===== src/rtl/ipd_pkg.sv =====
package ipd_pkg;

  localparam int INSN_W = 16;
  localparam int IDX_W  = 4;
  localparam int FLD_W  = 4;
  localparam int PFX_W  = INSN_W - FLD_W;
  localparam int DISP_W = 8;
  localparam int ALU_W  = 4;

  localparam logic [3:0] OP_ADD  = 4'h0;
  localparam logic [3:0] OP_SUB  = 4'h1;
  localparam logic [3:0] OP_ADDI = 4'h2;
  localparam logic [3:0] OP_RR   = 4'h3;
  localparam logic [3:0] OP_RI   = 4'h4;
  localparam logic [3:0] OP_LDW  = 4'h5;
  localparam logic [3:0] OP_LDB  = 4'h6;
  localparam logic [3:0] OP_STW  = 4'h8;
  localparam logic [3:0] OP_STB  = 4'h9;
  localparam logic [3:0] OP_JAL  = 4'hA;
  localparam logic [3:0] OP_BR   = 4'hB;
  localparam logic [3:0] OP_CALL = 4'hC;
  localparam logic [3:0] OP_PFX  = 4'hD;

  localparam logic [3:0] FN_RR_MAX  = 4'd5;
  localparam logic [3:0] FN_RI_MAX  = 4'd10;
  localparam logic [3:0] FN_CARRY   = 4'd4;
  localparam logic [ALU_W-1:0] ALU_ADD = 4'd0;
  localparam logic [ALU_W-1:0] ALU_SUB = 4'd1;
  localparam logic [ALU_W-1:0] ALU_FN_BASE = 4'd2;

  typedef enum logic [2:0] {
    IK_NONE,
    IK_S4,
    IK_U4,
    IK_W4,
    IK_CALL,
    IK_BR,
    IK_PFX
  } imm_kind_e;

  typedef struct packed {
    logic [IDX_W-1:0]  rd;
    logic [IDX_W-1:0]  ra;
    logic [IDX_W-1:0]  rb;
    logic [ALU_W-1:0]  alu_fn;
    logic [INSN_W-1:0] imm;
    logic [FLD_W-1:0]  cond;
    logic              use_imm;
    logic              reg_we;
    logic              mem_rd;
    logic              mem_wr;
    logic              mem_byte;
    logic              jump;
    logic              call;
    logic              branch;
    logic              no_irq;
    logic              illegal;
    logic              pfx_used;
  } dec_t;

endpackage


===== src/rtl/ipd_prefix_reg.sv =====
module ipd_prefix_reg
  import ipd_pkg::*;
(
  input  logic              clk,
  input  logic              rst_n,
  input  logic              take,
  input  logic [INSN_W-1:0] insn,
  output logic              pfx_valid,
  output logic [PFX_W-1:0]  pfx_val
);

  logic is_pfx;
  assign is_pfx = (insn[INSN_W-1 -: 4] == OP_PFX);

  // One-shot: every accepted word either loads a new prefix or consumes the old one.
  always_ff @(posedge clk) begin
    if (!rst_n) begin
      pfx_valid <= 1'b0;
      pfx_val   <= '0;
    end else if (take) begin
      pfx_valid <= is_pfx;
      if (is_pfx) pfx_val <= insn[PFX_W-1:0];
    end
  end

endmodule


===== src/rtl/ipd_field_dec.sv =====
module ipd_field_dec
  import ipd_pkg::*;
#(
  parameter int LINK_REG = 15
) (
  input  logic [INSN_W-1:0] insn,
  output logic [IDX_W-1:0]  rd,
  output logic [IDX_W-1:0]  ra,
  output logic [IDX_W-1:0]  rb,
  output logic [ALU_W-1:0]  alu_fn,
  output logic [FLD_W-1:0]  cond,
  output imm_kind_e         kind,
  output logic              use_imm,
  output logic              reg_we,
  output logic              mem_rd,
  output logic              mem_wr,
  output logic              mem_byte,
  output logic              jump,
  output logic              call,
  output logic              branch,
  output logic              no_irq,
  output logic              illegal
);

  localparam logic [IDX_W-1:0] LINK_IDX = IDX_W'(LINK_REG);

  logic [3:0] op;
  logic [3:0] fn;
  logic       we_raw;

  assign op = insn[15:12];
  assign fn = insn[7:4];

  always_comb begin
    rd       = insn[11:8];
    ra       = insn[7:4];
    rb       = insn[3:0];
    cond     = insn[11:8];
    alu_fn   = ALU_ADD;
    kind     = IK_NONE;
    we_raw   = 1'b0;
    mem_rd   = 1'b0;
    mem_wr   = 1'b0;
    mem_byte = 1'b0;
    jump     = 1'b0;
    call     = 1'b0;
    branch   = 1'b0;
    no_irq   = 1'b0;
    illegal  = 1'b0;
    unique case (op)
      OP_ADD: begin
        we_raw = 1'b1;
        no_irq = 1'b1;
      end
      OP_SUB: begin
        we_raw = 1'b1;
        alu_fn = ALU_SUB;
        no_irq = 1'b1;
      end
      OP_ADDI: begin
        we_raw = 1'b1;
        kind   = IK_S4;
      end
      OP_RR: begin
        ra = insn[11:8];
        if (fn <= FN_RR_MAX) begin
          we_raw = 1'b1;
          alu_fn = fn + ALU_FN_BASE;
          no_irq = (fn >= FN_CARRY);
        end else begin
          illegal = 1'b1;
        end
      end
      OP_RI: begin
        ra = insn[11:8];
        if (fn <= FN_RI_MAX) begin
          we_raw = 1'b1;
          alu_fn = fn + ALU_FN_BASE;
          kind   = IK_S4;
          no_irq = (fn >= FN_CARRY);
        end else begin
          illegal = 1'b1;
        end
      end
      OP_LDW: begin
        we_raw = 1'b1;
        mem_rd = 1'b1;
        kind   = IK_W4;
      end
      OP_LDB: begin
        we_raw   = 1'b1;
        mem_rd   = 1'b1;
        mem_byte = 1'b1;
        kind     = IK_U4;
      end
      OP_STW: begin
        mem_wr = 1'b1;
        kind   = IK_W4;
      end
      OP_STB: begin
        mem_wr   = 1'b1;
        mem_byte = 1'b1;
        kind     = IK_U4;
      end
      OP_JAL: begin
        we_raw = 1'b1;
        jump   = 1'b1;
        kind   = IK_W4;
      end
      OP_BR: begin
        branch = 1'b1;
        kind   = IK_BR;
      end
      OP_CALL: begin
        rd     = LINK_IDX;
        we_raw = 1'b1;
        call   = 1'b1;
        kind   = IK_CALL;
      end
      OP_PFX: begin
        no_irq = 1'b1;
        kind   = IK_PFX;
      end
      default: illegal = 1'b1;
    endcase
  end

  assign reg_we  = we_raw && (rd != '0);
  assign use_imm = (kind == IK_S4) || (kind == IK_U4) || (kind == IK_W4);

endmodule


===== src/rtl/ipd_imm_gen.sv =====
module ipd_imm_gen
  import ipd_pkg::*;
(
  input  logic [INSN_W-1:0] insn,
  input  imm_kind_e         kind,
  input  logic              pfx_valid,
  input  logic [PFX_W-1:0]  pfx_val,
  output logic [INSN_W-1:0] imm,
  output logic              pfx_used
);

  logic [FLD_W-1:0]  fld;
  logic [DISP_W-1:0] disp;
  logic              short_field;

  assign fld  = insn[FLD_W-1:0];
  assign disp = insn[DISP_W-1:0];
  assign short_field = (kind == IK_S4) || (kind == IK_U4) || (kind == IK_W4);
  assign pfx_used    = short_field && pfx_valid;

  always_comb begin
    if (pfx_used) begin
      imm = {pfx_val, fld};
    end else begin
      unique case (kind)
        IK_S4:   imm = {{(INSN_W-FLD_W){fld[FLD_W-1]}}, fld};
        IK_U4:   imm = {{(INSN_W-FLD_W){1'b0}}, fld};
        IK_W4:   imm = {{(INSN_W-FLD_W-1){1'b0}}, fld, 1'b0};
        IK_CALL: imm = {insn[PFX_W-1:0], {FLD_W{1'b0}}};
        IK_BR:   imm = {{(INSN_W-DISP_W-1){disp[DISP_W-1]}}, disp, 1'b0};
        IK_PFX:  imm = {insn[PFX_W-1:0], {FLD_W{1'b0}}};
        default: imm = '0;
      endcase
    end
  end

endmodule


===== src/rtl/ipd_out_stage.sv =====
module ipd_out_stage
  import ipd_pkg::*;
(
  input  logic clk,
  input  logic rst_n,
  input  logic in_valid,
  output logic in_ready,
  input  dec_t in_rec,
  output logic out_valid,
  input  logic out_ready,
  output dec_t out_rec
);

  logic take;
  assign in_ready = !out_valid || out_ready;
  assign take     = in_valid && in_ready;

  always_ff @(posedge clk) begin
    if (!rst_n) begin
      out_valid <= 1'b0;
      out_rec   <= '0;
    end else begin
      if (in_ready) out_valid <= in_valid;
      if (take) out_rec <= in_rec;
    end
  end

endmodule


===== src/rtl/insn_prefix_decoder.sv =====
module insn_prefix_decoder
  import ipd_pkg::*;
#(
  parameter int LINK_REG = 15
) (
  input  logic        clk,
  input  logic        rst_n,
  input  logic        in_valid,
  output logic        in_ready,
  input  logic [15:0] in_insn,
  output logic        out_valid,
  input  logic        out_ready,
  output logic [3:0]  out_rd,
  output logic [3:0]  out_ra,
  output logic [3:0]  out_rb,
  output logic [3:0]  out_alu_fn,
  output logic [15:0] out_imm,
  output logic [3:0]  out_cond,
  output logic        out_use_imm,
  output logic        out_reg_we,
  output logic        out_mem_rd,
  output logic        out_mem_wr,
  output logic        out_mem_byte,
  output logic        out_jump,
  output logic        out_call,
  output logic        out_branch,
  output logic        out_no_irq,
  output logic        out_illegal,
  output logic        out_pfx_used
);

  logic             take;
  logic             pfx_valid;
  logic [PFX_W-1:0] pfx_val;
  imm_kind_e        kind;
  dec_t             rec_d;
  dec_t             rec_q;

  assign take = in_valid && in_ready;

  ipd_prefix_reg u_pfx (
    .clk       (clk),
    .rst_n     (rst_n),
    .take      (take),
    .insn      (in_insn),
    .pfx_valid (pfx_valid),
    .pfx_val   (pfx_val)
  );

  ipd_field_dec #(.LINK_REG(LINK_REG)) u_fields (
    .insn     (in_insn),
    .rd       (rec_d.rd),
    .ra       (rec_d.ra),
    .rb       (rec_d.rb),
    .alu_fn   (rec_d.alu_fn),
    .cond     (rec_d.cond),
    .kind     (kind),
    .use_imm  (rec_d.use_imm),
    .reg_we   (rec_d.reg_we),
    .mem_rd   (rec_d.mem_rd),
    .mem_wr   (rec_d.mem_wr),
    .mem_byte (rec_d.mem_byte),
    .jump     (rec_d.jump),
    .call     (rec_d.call),
    .branch   (rec_d.branch),
    .no_irq   (rec_d.no_irq),
    .illegal  (rec_d.illegal)
  );

  ipd_imm_gen u_imm (
    .insn      (in_insn),
    .kind      (kind),
    .pfx_valid (pfx_valid),
    .pfx_val   (pfx_val),
    .imm       (rec_d.imm),
    .pfx_used  (rec_d.pfx_used)
  );

  ipd_out_stage u_out (
    .clk       (clk),
    .rst_n     (rst_n),
    .in_valid  (in_valid),
    .in_ready  (in_ready),
    .in_rec    (rec_d),
    .out_valid (out_valid),
    .out_ready (out_ready),
    .out_rec   (rec_q)
  );

  assign out_rd       = rec_q.rd;
  assign out_ra       = rec_q.ra;
  assign out_rb       = rec_q.rb;
  assign out_alu_fn   = rec_q.alu_fn;
  assign out_imm      = rec_q.imm;
  assign out_cond     = rec_q.cond;
  assign out_use_imm  = rec_q.use_imm;
  assign out_reg_we   = rec_q.reg_we;
  assign out_mem_rd   = rec_q.mem_rd;
  assign out_mem_wr   = rec_q.mem_wr;
  assign out_mem_byte = rec_q.mem_byte;
  assign out_jump     = rec_q.jump;
  assign out_call     = rec_q.call;
  assign out_branch   = rec_q.branch;
  assign out_no_irq   = rec_q.no_irq;
  assign out_illegal  = rec_q.illegal;
  assign out_pfx_used = rec_q.pfx_used;

endmodule


===== config.mk =====
export PLATFORM = sky130hd
export DESIGN_NAME = insn_prefix_decoder
export DESIGN_NICKNAME = d
export VERILOG_FILES = /design/src/rtl/ipd_pkg.sv /design/src/rtl/ipd_prefix_reg.sv /design/src/rtl/ipd_field_dec.sv /design/src/rtl/ipd_imm_gen.sv /design/src/rtl/ipd_out_stage.sv /design/src/rtl/insn_prefix_decoder.sv
export SDC_FILE = /design/constraint.sdc
export NUM_CORES = 1
export LEC_CHECK = 0
export CAP_MARGIN = 20
export CELL_PAD_IN_SITES_DETAIL_PLACEMENT = 2
export CELL_PAD_IN_SITES_GLOBAL_PLACEMENT = 2
export CORE_UTILIZATION = 28
export CTS_CLUSTER_SIZE = 8
export DETAILED_ROUTE_END_ITERATION = 6
export HOLD_SLACK_MARGIN = 0.08
export PLACE_DENSITY = 0.77
export SETUP_SLACK_MARGIN = 0.4
export SYNTH_ARGS = -nofsm -noshare
export SYNTH_HDL_FRONTEND = slang
export SYNTH_HIERARCHICAL = 1
export SYNTH_SLANG_ARGS = --single-unit

===== constraint.sdc =====
create_clock -name clk -period 2 [get_ports clk]
set_clock_uncertainty 0.05 [all_clocks]
set_input_delay 0.2 -clock clk [delete_from_list [all_inputs] [get_ports clk]]
set_output_delay 0.2 -clock clk [all_outputs]
set_load 0.005 [all_outputs]

==> results of run 1 <==
[layout make-up]
class                      instances  share of cell area
clock buffer                      14              0.0518
clock inverter                     1             0.00589
inverter                           5             0.00368
multi-input combinational        298               0.415
sequential                        61               0.239
tap                              168              0.0412
timing repair buffer             135               0.243
[routing by layer]
metal | up-vias | global-route usage
met1 | 1621 | 0.221
li1 | 1581 | -
met2 | 60 | 0.371
met4 | 0 | 0.0528
met5 | - | 0
met3 | 10 | 0.0535
[cell families after synthesis]
kind of cell,Yosys count
AO/OA/AOI/OAI,59
AND/OR/NAND/NOR,165
multiplexers,70
XOR/XNOR,2
flip-flops,61
adder cells (fa/ha/maj),2
buffers and inverters,47
[worst min-delay path, delay by kind of cell]
kind                   cells  cell delay [ps]
muxes                      1               60
buffers and inverters      2              260
and+or+nand+nor            1               60
[timing repair]
action / CTS / global route
gates resized for setup: 55 / 8
setup endpoints to repair: 43 / 25
setup buffers: 11 / 1
pin swaps: 13 / 7
[power breakdown]
part | total, µW | switching [µW] | internal (µW)
clock network | 1570 | 541 | 1030
registers | 1300 | 30.0 | 1270
logic | 734 | 357 | 377
[registers in the layout, summed over array words and instances (netlist names)]
register and flops:
u_pfx/pfx_valid 1, u_out/out_valid 1, u_out/out_rec 47, u_pfx/pfx_val 12
[worst min path at each step]
stage	cells after the start	slack (ps)	from	to
6_report	4	250	in_insn[4]	u_pfx/pfx_val[4]
5_1_grt	4	240	in_insn[4]	u_pfx/pfx_val[4]
4_1_cts	4	240	in_insn[4]	u_pfx/pfx_val[4]
3_5_place_dp	2	400	u_out/out_rec[23]	u_out/out_rec[23]
3_3_place_gp	2	390	u_out/out_rec[10]	u_out/out_rec[10]
2_1_floorplan	2	280	in_valid	u_out/out_valid
[cells in the mapped netlist (all sizes together)]
| library cell | n |
|---|---|
| nand2 | 125 |
| mux2i | 65 |
| dfxtp | 61 |
| buf | 31 |
| a22o | 13 |
| o2bb2ai | 13 |
| clkbuf | 11 |
| nor2 | 10 |
| a21oi | 7 |
| nand2b | 6 |
| nor2b | 6 |
| inv | 5 |
| mux2 | 5 |
| o21ai | 5 |
| or2 | 5 |
| and2 | 3 |
| nor3b | 3 |
| o22ai | 3 |
| a211oi | 2 |
| a21boi | 2 |
| a21o | 2 |
| and4bb | 2 |
| ha | 2 |
| o32ai | 2 |
| or3b | 2 |
| xnor2 | 2 |
| a2111oi | 1 |
| a21bo | 1 |
| a221o | 1 |
| a221oi | 1 |
| a311o | 1 |
| and3 | 1 |
| o211a | 1 |
| o21a | 1 |
| o21bai | 1 |
| o22a | 1 |
| o31ai | 1 |
| or3 | 1 |
| or4 | 1 |
[through the flow]
stage | instance area (µm²) | hold slack (ps) | utilization
after global routing | 5100 | 240 | 0.419
after CTS | 5060 | 237 | 0.416
after detailed placement | 4620 | 403 | 0.380
final | 5100 | 248 | 0.419
after floorplan | 3590 | 278 | -
after global placement | 4620 | 395 | 0.380
==> metrics.txt, run 1 <==
die area 13000 µm²; row count 40; Fill cells 1327; post-layout minimum cycle time 1780 ps; Clk pin slew, worst setup/hold paths 50 ps; CTS tree done; post-DP HPWL 8490 µm; commonest non-fill, non-tap cells in the layout 124 x nand2_1, 64 x mux2i_1, 61 x dfxtp_1; Die Wd 114 µm; Synth cell types 52; critical path, cell by cell buf_8 -> a21o_1 -> nand2_2 -> o21ai_4 -> o32ai_2 -> buf_4 -> nor2_4 -> nor3b_4 -> buf_6 -> a22o_1 -> nand2_1 -> mux2i_1; CTS H-tree depth 3; Die Ht 114 µm; Setup crit start in_insn[4]; period utilization 0.889; Min-Delay Path Class in2reg; GRT Total Usage 0.199; fraction of layout cells with a size suffix above 1 0.239; Syn Nets 428; worst r2r src u_pfx/pfx_valid; vias in the first global route 3584; status finished clean; Reg2Reg Depth 5; leak pwr 0.00204 µW; area grow syn2layout 44.8%; Non-Filler Instances 682; CP Capture Point u_out/out_rec[30]; compound-gate portion of the synthesized area 0.137; Via density 4.80; critical path type in2reg; critical path peak fanout 6; Overflow after GRT 0; global-route wire length before repair 19500 µm; slowest stage delay, CP 280 ps; largest net degree at the start of global routing 121; family with the most delay on the worst path compound AO/OA/AOI/OAI gates; adder-cell area share of the yosys netlist 0.00710; first drt pass iteration count 4; met1 WL 5340 µm; Worst EP arrival 2000 ps; DR iter-0 viols 108; setup TNS 0 ps; mux cell area share after synthesis 0.204; Max-slew headroom 0.655; startpoint types input pin; Layout Nets 532; post-synthesis cell area 3520 µm²; Storage cell area 1220 µm²; Top Metal Used met4; Pwr Total 3600 µW; Critical Path Slowest Stage Cell nor3b_4; final-report max-slew violation count 0; MaxCap Viol Count 0; Placed Cells 655; post-synthesis sequential area ratio 0.347; Worst-Margin Slew 517 ps; FF-to-FF End u_out/out_rec[30]; yosys warns 6; PortBufs 68; fmax 0.563 GHz; IO Count 69; DRT antenna net count 0; post-synth top area cell dfxtp_1; final hold vios 0; Worst path depth 12; DR WL met2 6640 µm; CP bufs+invs 3; CTS max path bufs 2; IR drop worst, VDD 436 µV; clk root buf clkbuf_16; main combinational cell family by area after synthesis simple AND/OR/NAND/NOR gates; Remaining DRCs 0; met3 WL post-DR 476 µm; via count 3272; synthesized flop and latch total 61; cts bufs inserted 9; CP Data Required Time 2220 ps; Yosys top cell area share 0.347; slack of the critical path 223 ps; top post-synthesis cells by area dfxtp_1 35%, mux2i_1 18%, nand2_1 13%; initial antenna violation count 0; core area 12200 µm²; PwrDens 705 nW/µm²; Synth Area in XOR/XNOR 0.00497; Final setup viols 0; clk sinks 61; CP endpoint kind register; latest clock arrival within the worst-skew pair 340 ps; final wirelength 12600 µm; GP Congestion 0.792; dpl ws -614 ps; cell count after synthesis 406; simple-gate portion of the synthesized area 0.215; diode count 0; Avg Cell Area, Syn 8.68 µm²; RSZ-0062 raised after global routing true; commonest non-fill, non-tap cell in the layout nand2_1; Multi-input gate area 2120 µm²; DR WL/cell 18.5 µm; Hold Buf Count CTS 0; Starting Density 0.290; Worst R2R Setup Slack 450 ps
Note: power is estimated with default switching activity, not from simulation.
==> run 2, diff against run 1 <==
--- a/config.mk
+++ b/config.mk
@@ -8,11 +8,12 @@
 export CAP_MARGIN = 20
 export CELL_PAD_IN_SITES_DETAIL_PLACEMENT = 2
 export CELL_PAD_IN_SITES_GLOBAL_PLACEMENT = 2
-export CORE_UTILIZATION = 28
+export CORE_UTILIZATION = 41
 export CTS_CLUSTER_SIZE = 8
 export DETAILED_ROUTE_END_ITERATION = 6
+export DONT_BUFFER_PORTS = 1
 export HOLD_SLACK_MARGIN = 0.08
-export PLACE_DENSITY = 0.77
+export PLACE_DENSITY = 0.86
 export SETUP_SLACK_MARGIN = 0.4
 export SYNTH_ARGS = -nofsm -noshare
 export SYNTH_HDL_FRONTEND = slang
==> constraint.sdc (replaced) <==
create_clock -name clk -period 2.15 [get_ports clk]
set_clock_uncertainty 0.05 [all_clocks]
set_input_delay 0.215 -clock clk [delete_from_list [all_inputs] [get_ports clk]]
set_output_delay 0.215 -clock clk [all_outputs]
set_load 0.005 [all_outputs]
==> metrics.txt, run 2 (same netlist as run 1, synthesis figures left out) <==
final instance area 4770 µm²; leak pwr 0.00170 µW; MaxCap Viol Count 0; Worst R2R Setup Slack 190 ps; core area 8260 µm²; Layout Nets 507; clk root buf clkbuf_8; GP Congestion 0.928; Min-Delay Path Class in2reg; startpoint types input pin; DRT antenna net count 0; status finished clean; row count 33; CP bufs+invs 1; CTS max path bufs 2; met1 WL 7010 µm; final-report max-slew violation count 0; met3 WL post-DR 1320 µm; critical path peak fanout 16; Overflow after GRT 0; Fill cells 809; RSZ-0062 raised after global routing true; fmax 0.477 GHz; CP endpoint kind register; fraction of layout cells with a size suffix above 1 0.147; die area 8970 µm²; PortBufs 0; DR WL/cell 32.2 µm; largest registers u_out/out_rec (47), u_pfx/pfx_val (12); diode count 0; cts bufs inserted 9; final hold vios 0; global-route wire length before repair 23600 µm; clk sinks 61; IR drop worst, VDD 403 µV; Worst-Margin Slew 668 ps; post-layout minimum cycle time 2100 ps; Multi-input gate area 2120 µm²; Max-slew headroom 0.552; largest net degree at the start of global routing 79; setup TNS 0 ps; CP Data Required Time 2380 ps; DR iter-0 viols 224; Remaining DRCs 0; max FFs per register 47; IO Count 69; Starting Density 0.427; critical path, cell by cell and2_4 -> o21ai_1 -> o211a_2 -> nor2_4 -> buf_4 -> a2111oi_4 -> nand2_1 -> mux2i_1; Storage cell area 1220 µm²; period utilization 0.975; largest register by flop count u_out/out_rec; slowest stage delay, CP 430 ps; Final setup viols 0; Die Ht 94.7 µm; PwrDens 588 nW/µm²; vias in the first global route 3872; via count 3705; Pwr Total 2810 µW; critical path type in2reg; Worst EP arrival 2320 ps; family with the most delay on the worst path compound AO/OA/AOI/OAI gates; commonest non-fill, non-tap cell in the layout nand2_1; commonest non-fill, non-tap cells in the layout 123 x nand2_1, 90 x dlygate4sd3_1, 64 x mux2i_1; final wirelength 19100 µm; CTS H-tree depth 3; area grow syn2layout 35.5%; GRT Total Usage 0.370; latest clock arrival within the worst-skew pair 360 ps; first drt pass iteration count 5; initial antenna violation count 0; Die Wd 94.7 µm; Top Metal Used met4; Clk pin slew, worst setup/hold paths 80 ps; dpl cell area 3480 µm²; CTS tree done; DR WL met2 9550 µm; Via density 6.24; Critical Path Slowest Stage Cell o211a_2; post-DP HPWL 6960 µm
[run 2: changes by cell type in the layout (fill, tap and decap cells not counted), moves of 3 or more]
cell	before	now
buf_6	7	4
clkbuf_16	9	0
dlygate4sd3_1	0	90
buf_2	3	0
buf_4	60	12
clkbuf_8	2	10
clkdlybuf4s50_1	59	0
[run 2: worst paths after layout]
path	startpoint	endpoint	cells past startpoint
worst max-delay path	in_insn[14]	u_out/out_rec[15]	8
worst min-delay path	in_insn[14]	u_out/out_rec[31]	3
worst max register to register	u_pfx/pfx_valid	u_out/out_rec[15]	4
worst min register to register	u_out/out_rec[2]	u_out/out_rec[2]	2
[run 2: layer usage]
| layer | track usage | up-vias |
|---|---|---|
| li1 | - | 1539 |
| met5 | 0 | - |
| met1 | 0.404 | 1855 |
| met4 | 0.222 | 0 |
| met2 | 0.652 | 215 |
| met3 | 0.0813 | 96 |
[run 2: area by class of cell]
class                      count  share of cell area
timing repair buffer         110               0.234
clock inverter                 4             0.00524
clock buffer                  11              0.0296
multi-input combinational    298               0.444
sequential                    61               0.256
inverter                       5             0.00393
tap                          105              0.0275
[run 2: metrics by stage]
stage / setup slack, ps / std cells / hold slack, ps / util
after global routing: 92.3 / 594 / 150 / 0.578
after detailed placement: -98.6 / 477 / 302 / 0.422
after global placement: 89.3 / 477 / 293 / 0.422
final: 53.6 / 594 / 173 / 0.578
after floorplan: 368 / 406 / 293 / -
after CTS: 400 / 586 / 93.1 / 0.558
[run 2: tightest hold or removal path, stage by stage]
cell     delay, ps
o32ai_1         80
nand2_1        100
mux2i_1        110
[run 2: report_power, final]
group / leakage [µW] / internal (µW) / switching, µW
combinational: 0.00112 / 279 / 320
sequential: 0.000497 / 1170 / 44.2
clock: 0.0000812 / 441 / 547
total: 0.00170 / 1890 / 912
[run 2: timing repair]
action                                 in CTS  in global routing
setup buffers                               3                  8
hold buffers                               91                  1
setup endpoints to repair                  12                 26
endpoints found under the hold margin      61                  1
gates resized for setup                     2                 23
pin swaps                                   1                 11
==> run 3, diff against run 2 <==
--- a/config.mk
+++ b/config.mk
@@ -8,8 +8,9 @@
 export CAP_MARGIN = 20
 export CELL_PAD_IN_SITES_DETAIL_PLACEMENT = 2
 export CELL_PAD_IN_SITES_GLOBAL_PLACEMENT = 2
+export CORE_ASPECT_RATIO = 1.5
 export CORE_UTILIZATION = 41
-export CTS_CLUSTER_SIZE = 8
+export CTS_CLUSTER_SIZE = 30
 export DETAILED_ROUTE_END_ITERATION = 6
 export DONT_BUFFER_PORTS = 1
 export HOLD_SLACK_MARGIN = 0.08
@@ -19,3 +20,4 @@
 export SYNTH_HDL_FRONTEND = slang
 export SYNTH_HIERARCHICAL = 1
 export SYNTH_SLANG_ARGS = --single-unit
+export TNS_END_PERCENT = 10
==> metrics.txt, run 3 <==
Synth cell types 52; Hold Buf Count CTS 101; synthesized flop and latch total 61; Post-synth top cells 125 x nand2_1, 64 x mux2i_1, 61 x dfxtp_1; main combinational cell family by area after synthesis simple AND/OR/NAND/NOR gates; clk root buf clkbuf_16; most common cell in the netlist nand2_1; IO Count 69; CTS-repair resized insts 2; Last stage clock tree synthesis; cell count after synthesis 406; Main synth FF type dfxtp_1; PortBufs 0; Die Wd 77.7 µm; clk sinks 61; post-synthesis sequential area ratio 0.347; Synth Area in XOR/XNOR 0.00497; GP Congestion 0.810; ys async rst share 0; Die Ht 116 µm; Placed Cells 482; cts bufs inserted 9; post-synth top area cell dfxtp_1; Post CTS Setup Buffer Count 2; Syn Nets 428; CTS H-tree depth 3; adder-cell area share of the yosys netlist 0.00710; yosys warns 6; Err [ERROR RSZ-0060] Max buffer count reached.; Starting Density 0.421; post-synthesis cell area 3520 µm²; CTS max path bufs 2; Yosys top cell area share 0.347; mux cell area share after synthesis 0.204; top post-synthesis cells by area dfxtp_1 35%, mux2i_1 18%, nand2_1 13%; simple-gate portion of the synthesized area 0.215; post-DP HPWL 6880 µm; status did not finish; Avg Cell Area, Syn 8.68 µm²; row count 41; compound-gate portion of the synthesized area 0.137; dpl ws -147 ps; number of flops mapped to enable cells by yosys 0
-- run 3: cell counts after synthesis --
Identical to the previous run, type by type.
-- run 3: kinds of logic after synthesis --
group / after synthesis
mux: 70
compound gates: 59
buf+inv: 47
xor+xnor: 2
flops: 61
fa+ha+maj: 2
simple gates: 165
-- run 3: per-stage QoR --
stage	hold slack [ps]	utilization	cell area, µm²	TNS, ps
after floorplan	293	-	3560	0
after detailed placement	302	0.418	3500	-980
after global placement	296	0.418	3500	0
==> run 4, diff against run 3 <==
--- a/config.mk
+++ b/config.mk
@@ -6,16 +6,10 @@
 export NUM_CORES = 1
 export LEC_CHECK = 0
 export CAP_MARGIN = 20
-export CELL_PAD_IN_SITES_DETAIL_PLACEMENT = 2
-export CELL_PAD_IN_SITES_GLOBAL_PLACEMENT = 2
-export CORE_ASPECT_RATIO = 1.5
-export CORE_UTILIZATION = 41
-export CTS_CLUSTER_SIZE = 30
+export CORE_UTILIZATION = 40
 export DETAILED_ROUTE_END_ITERATION = 6
 export DONT_BUFFER_PORTS = 1
-export HOLD_SLACK_MARGIN = 0.08
-export PLACE_DENSITY = 0.86
-export SETUP_SLACK_MARGIN = 0.4
+export PLACE_DENSITY_LB_ADDON = 0.15
 export SYNTH_ARGS = -nofsm -noshare
 export SYNTH_HDL_FRONTEND = slang
 export SYNTH_HIERARCHICAL = 1
==> metrics.txt, run 4 (same netlist as run 1, synthesis figures left out) <==
Storage cell area 1220 µm²; GRT Total Usage 0.219; Die Wd 95.9 µm; Clk pin slew, worst setup/hold paths 70 ps; cts bufs inserted 9; DR iter-0 viols 96; Fill cells 838; final wirelength 9450 µm; MaxCap Viol Count 0; post-DP HPWL 5530 µm; Setup crit start u_out/out_valid; Die Ht 95.9 µm; FF-to-FF End u_out/out_rec[11]; max FFs per register 47; critical path type reg2reg; DR WL/cell 17.6 µm; largest net degree at the start of global routing 90; critical path peak fanout 29; area grow syn2layout 16.8%; fin util 0.491; IR drop worst, VDD 274 µV; commonest non-fill, non-tap cells in the layout 125 x nand2_1, 64 x mux2i_1, 61 x dfxtp_1; Placed Cells 475; RSZ-0062 raised after global routing false; CTS H-tree depth 3; CP endpoint kind register; Final setup viols 0; Comb power frac 0.164; setup TNS 0 ps; Starting Density 0.420; Pwr Total 2540 µW; vias in the first global route 2939; GP Congestion 0.893; hold depth 3; CTS max path bufs 2; clk root buf clkbuf_8; first drt pass iteration count 4; switch share 0.265; Multi-input gate area 2010 µm²; initial antenna violation count 0; row count 33; largest register by flop count u_out/out_rec; diode count 0; Worst-Margin Slew 798 ps; hold endpoint u_out/out_rec[32]; largest registers u_out/out_rec (47), u_pfx/pfx_val (12); via count 2874; IO Count 69; fmax 0.496 GHz; final-report max-slew violation count 0; CP Data Required Time 2380 ps; status finished clean; Worst EP arrival 2240 ps; Remaining DRCs 0; clk sinks 61; Clk pwr share 0.359; Flop pwr share 0.476; die area 9190 µm²; Reg2Reg Depth 5; PortBufs 0; Layout Nets 449; post-layout minimum cycle time 2020 ps; Via density 5.35; leak pwr 0.00161 µW; PwrDens 617 nW/µm²; startpoint types register; Overflow after GRT 0; global-route wire length before repair 14800 µm; P_sw 672 µW; Max-slew headroom 0.467; Post CTS Setup Buffer Count 0; Worst R2R Setup Slack 130 ps; latest clock arrival within the worst-skew pair 340 ps; Internal Power 1870 µW; period utilization 0.938; fraction of layout cells with a size suffix above 1 0.0949; commonest non-fill, non-tap cell in the layout nand2_1; core area 8380 µm²; Non-Filler Instances 537; final hold vios 0; Min-Delay Path Class in2reg; hold path startpoint in_insn[5]; DRT antenna net count 0; worst r2r src u_out/out_valid; CTS tree done
run 4: per-layer routing:
metal	up-vias	wire length (µm)	track usage
met2	82	4250	0.346
li1	1424	-	-
met4	0	230	0.0995
met1	1350	4350	0.271
met5	-	0	0
met3	18	628	0.0695
run 4: power groups by stage:
| stage | Sequential, µW | Clock, µW | Combinational, µW |
|---|---|---|---|
| finish | 1210 | 913 | 418 |
| global route | 1220 | 990 | 455 |
| CTS | 1210 | 950 | 414 |
| detailed placement | 1240 | 0 | 322 |
| global placement | 1240 | 0 | 320 |
| floorplan | 1230 | 0 | 330 |
run 4: worst max-delay path, stage by stage (launching register included):
cell           delay, ps
dfxtp_1              350
nand2b_4             100
and2_4               380
buf_12               290
mux2i_1              220
dlygate4sd3_1        560
run 4: worst max-delay path by stage:
| stage | to | slack, ps | cells past startpoint |
|---|---|---|---|
| after global placement | u_out/out_rec[23] | 30 | 10 |
| after CTS | u_pfx/pfx_val[2] | 70 | 5 |
| after detailed placement | u_out/out_rec[28] | -20 | 10 |
| final | u_out/out_rec[11] | 130 | 5 |
| after floorplan | u_out/out_rec[20] | 210 | 11 |
| after global routing | u_out/out_rec[11] | 40 | 5 |
run 4: stage by stage:
step | instance area (µm²) | worst slack [ps] | hold slack, ps
6_report | 4110 | 134 | 36.5
5_1_grt | 4110 | 39.1 | 19.4
4_1_cts | 4110 | 71.9 | 16.3
3_5_place_dp | 3460 | -22.5 | 299
3_3_place_gp | 3460 | 29.2 | 296
2_1_floorplan | 3520 | 208 | 293
run 4: timing repair:
item	in CTS	in global routing
endpoints found under the hold margin	61	0
hold buffers	46	0
resized for setup	0	1
endpoints found under the setup margin	0	8
run 4: final cells by class:
type | instances | area share
multi-input combinational | 298 | 0.489
sequential | 61 | 0.297
timing repair buffer | 52 | 0.136
clock buffer | 15 | 0.0405
tap | 105 | 0.0319
inverter | 5 | 0.00456
clock inverter | 1 | 0.00122
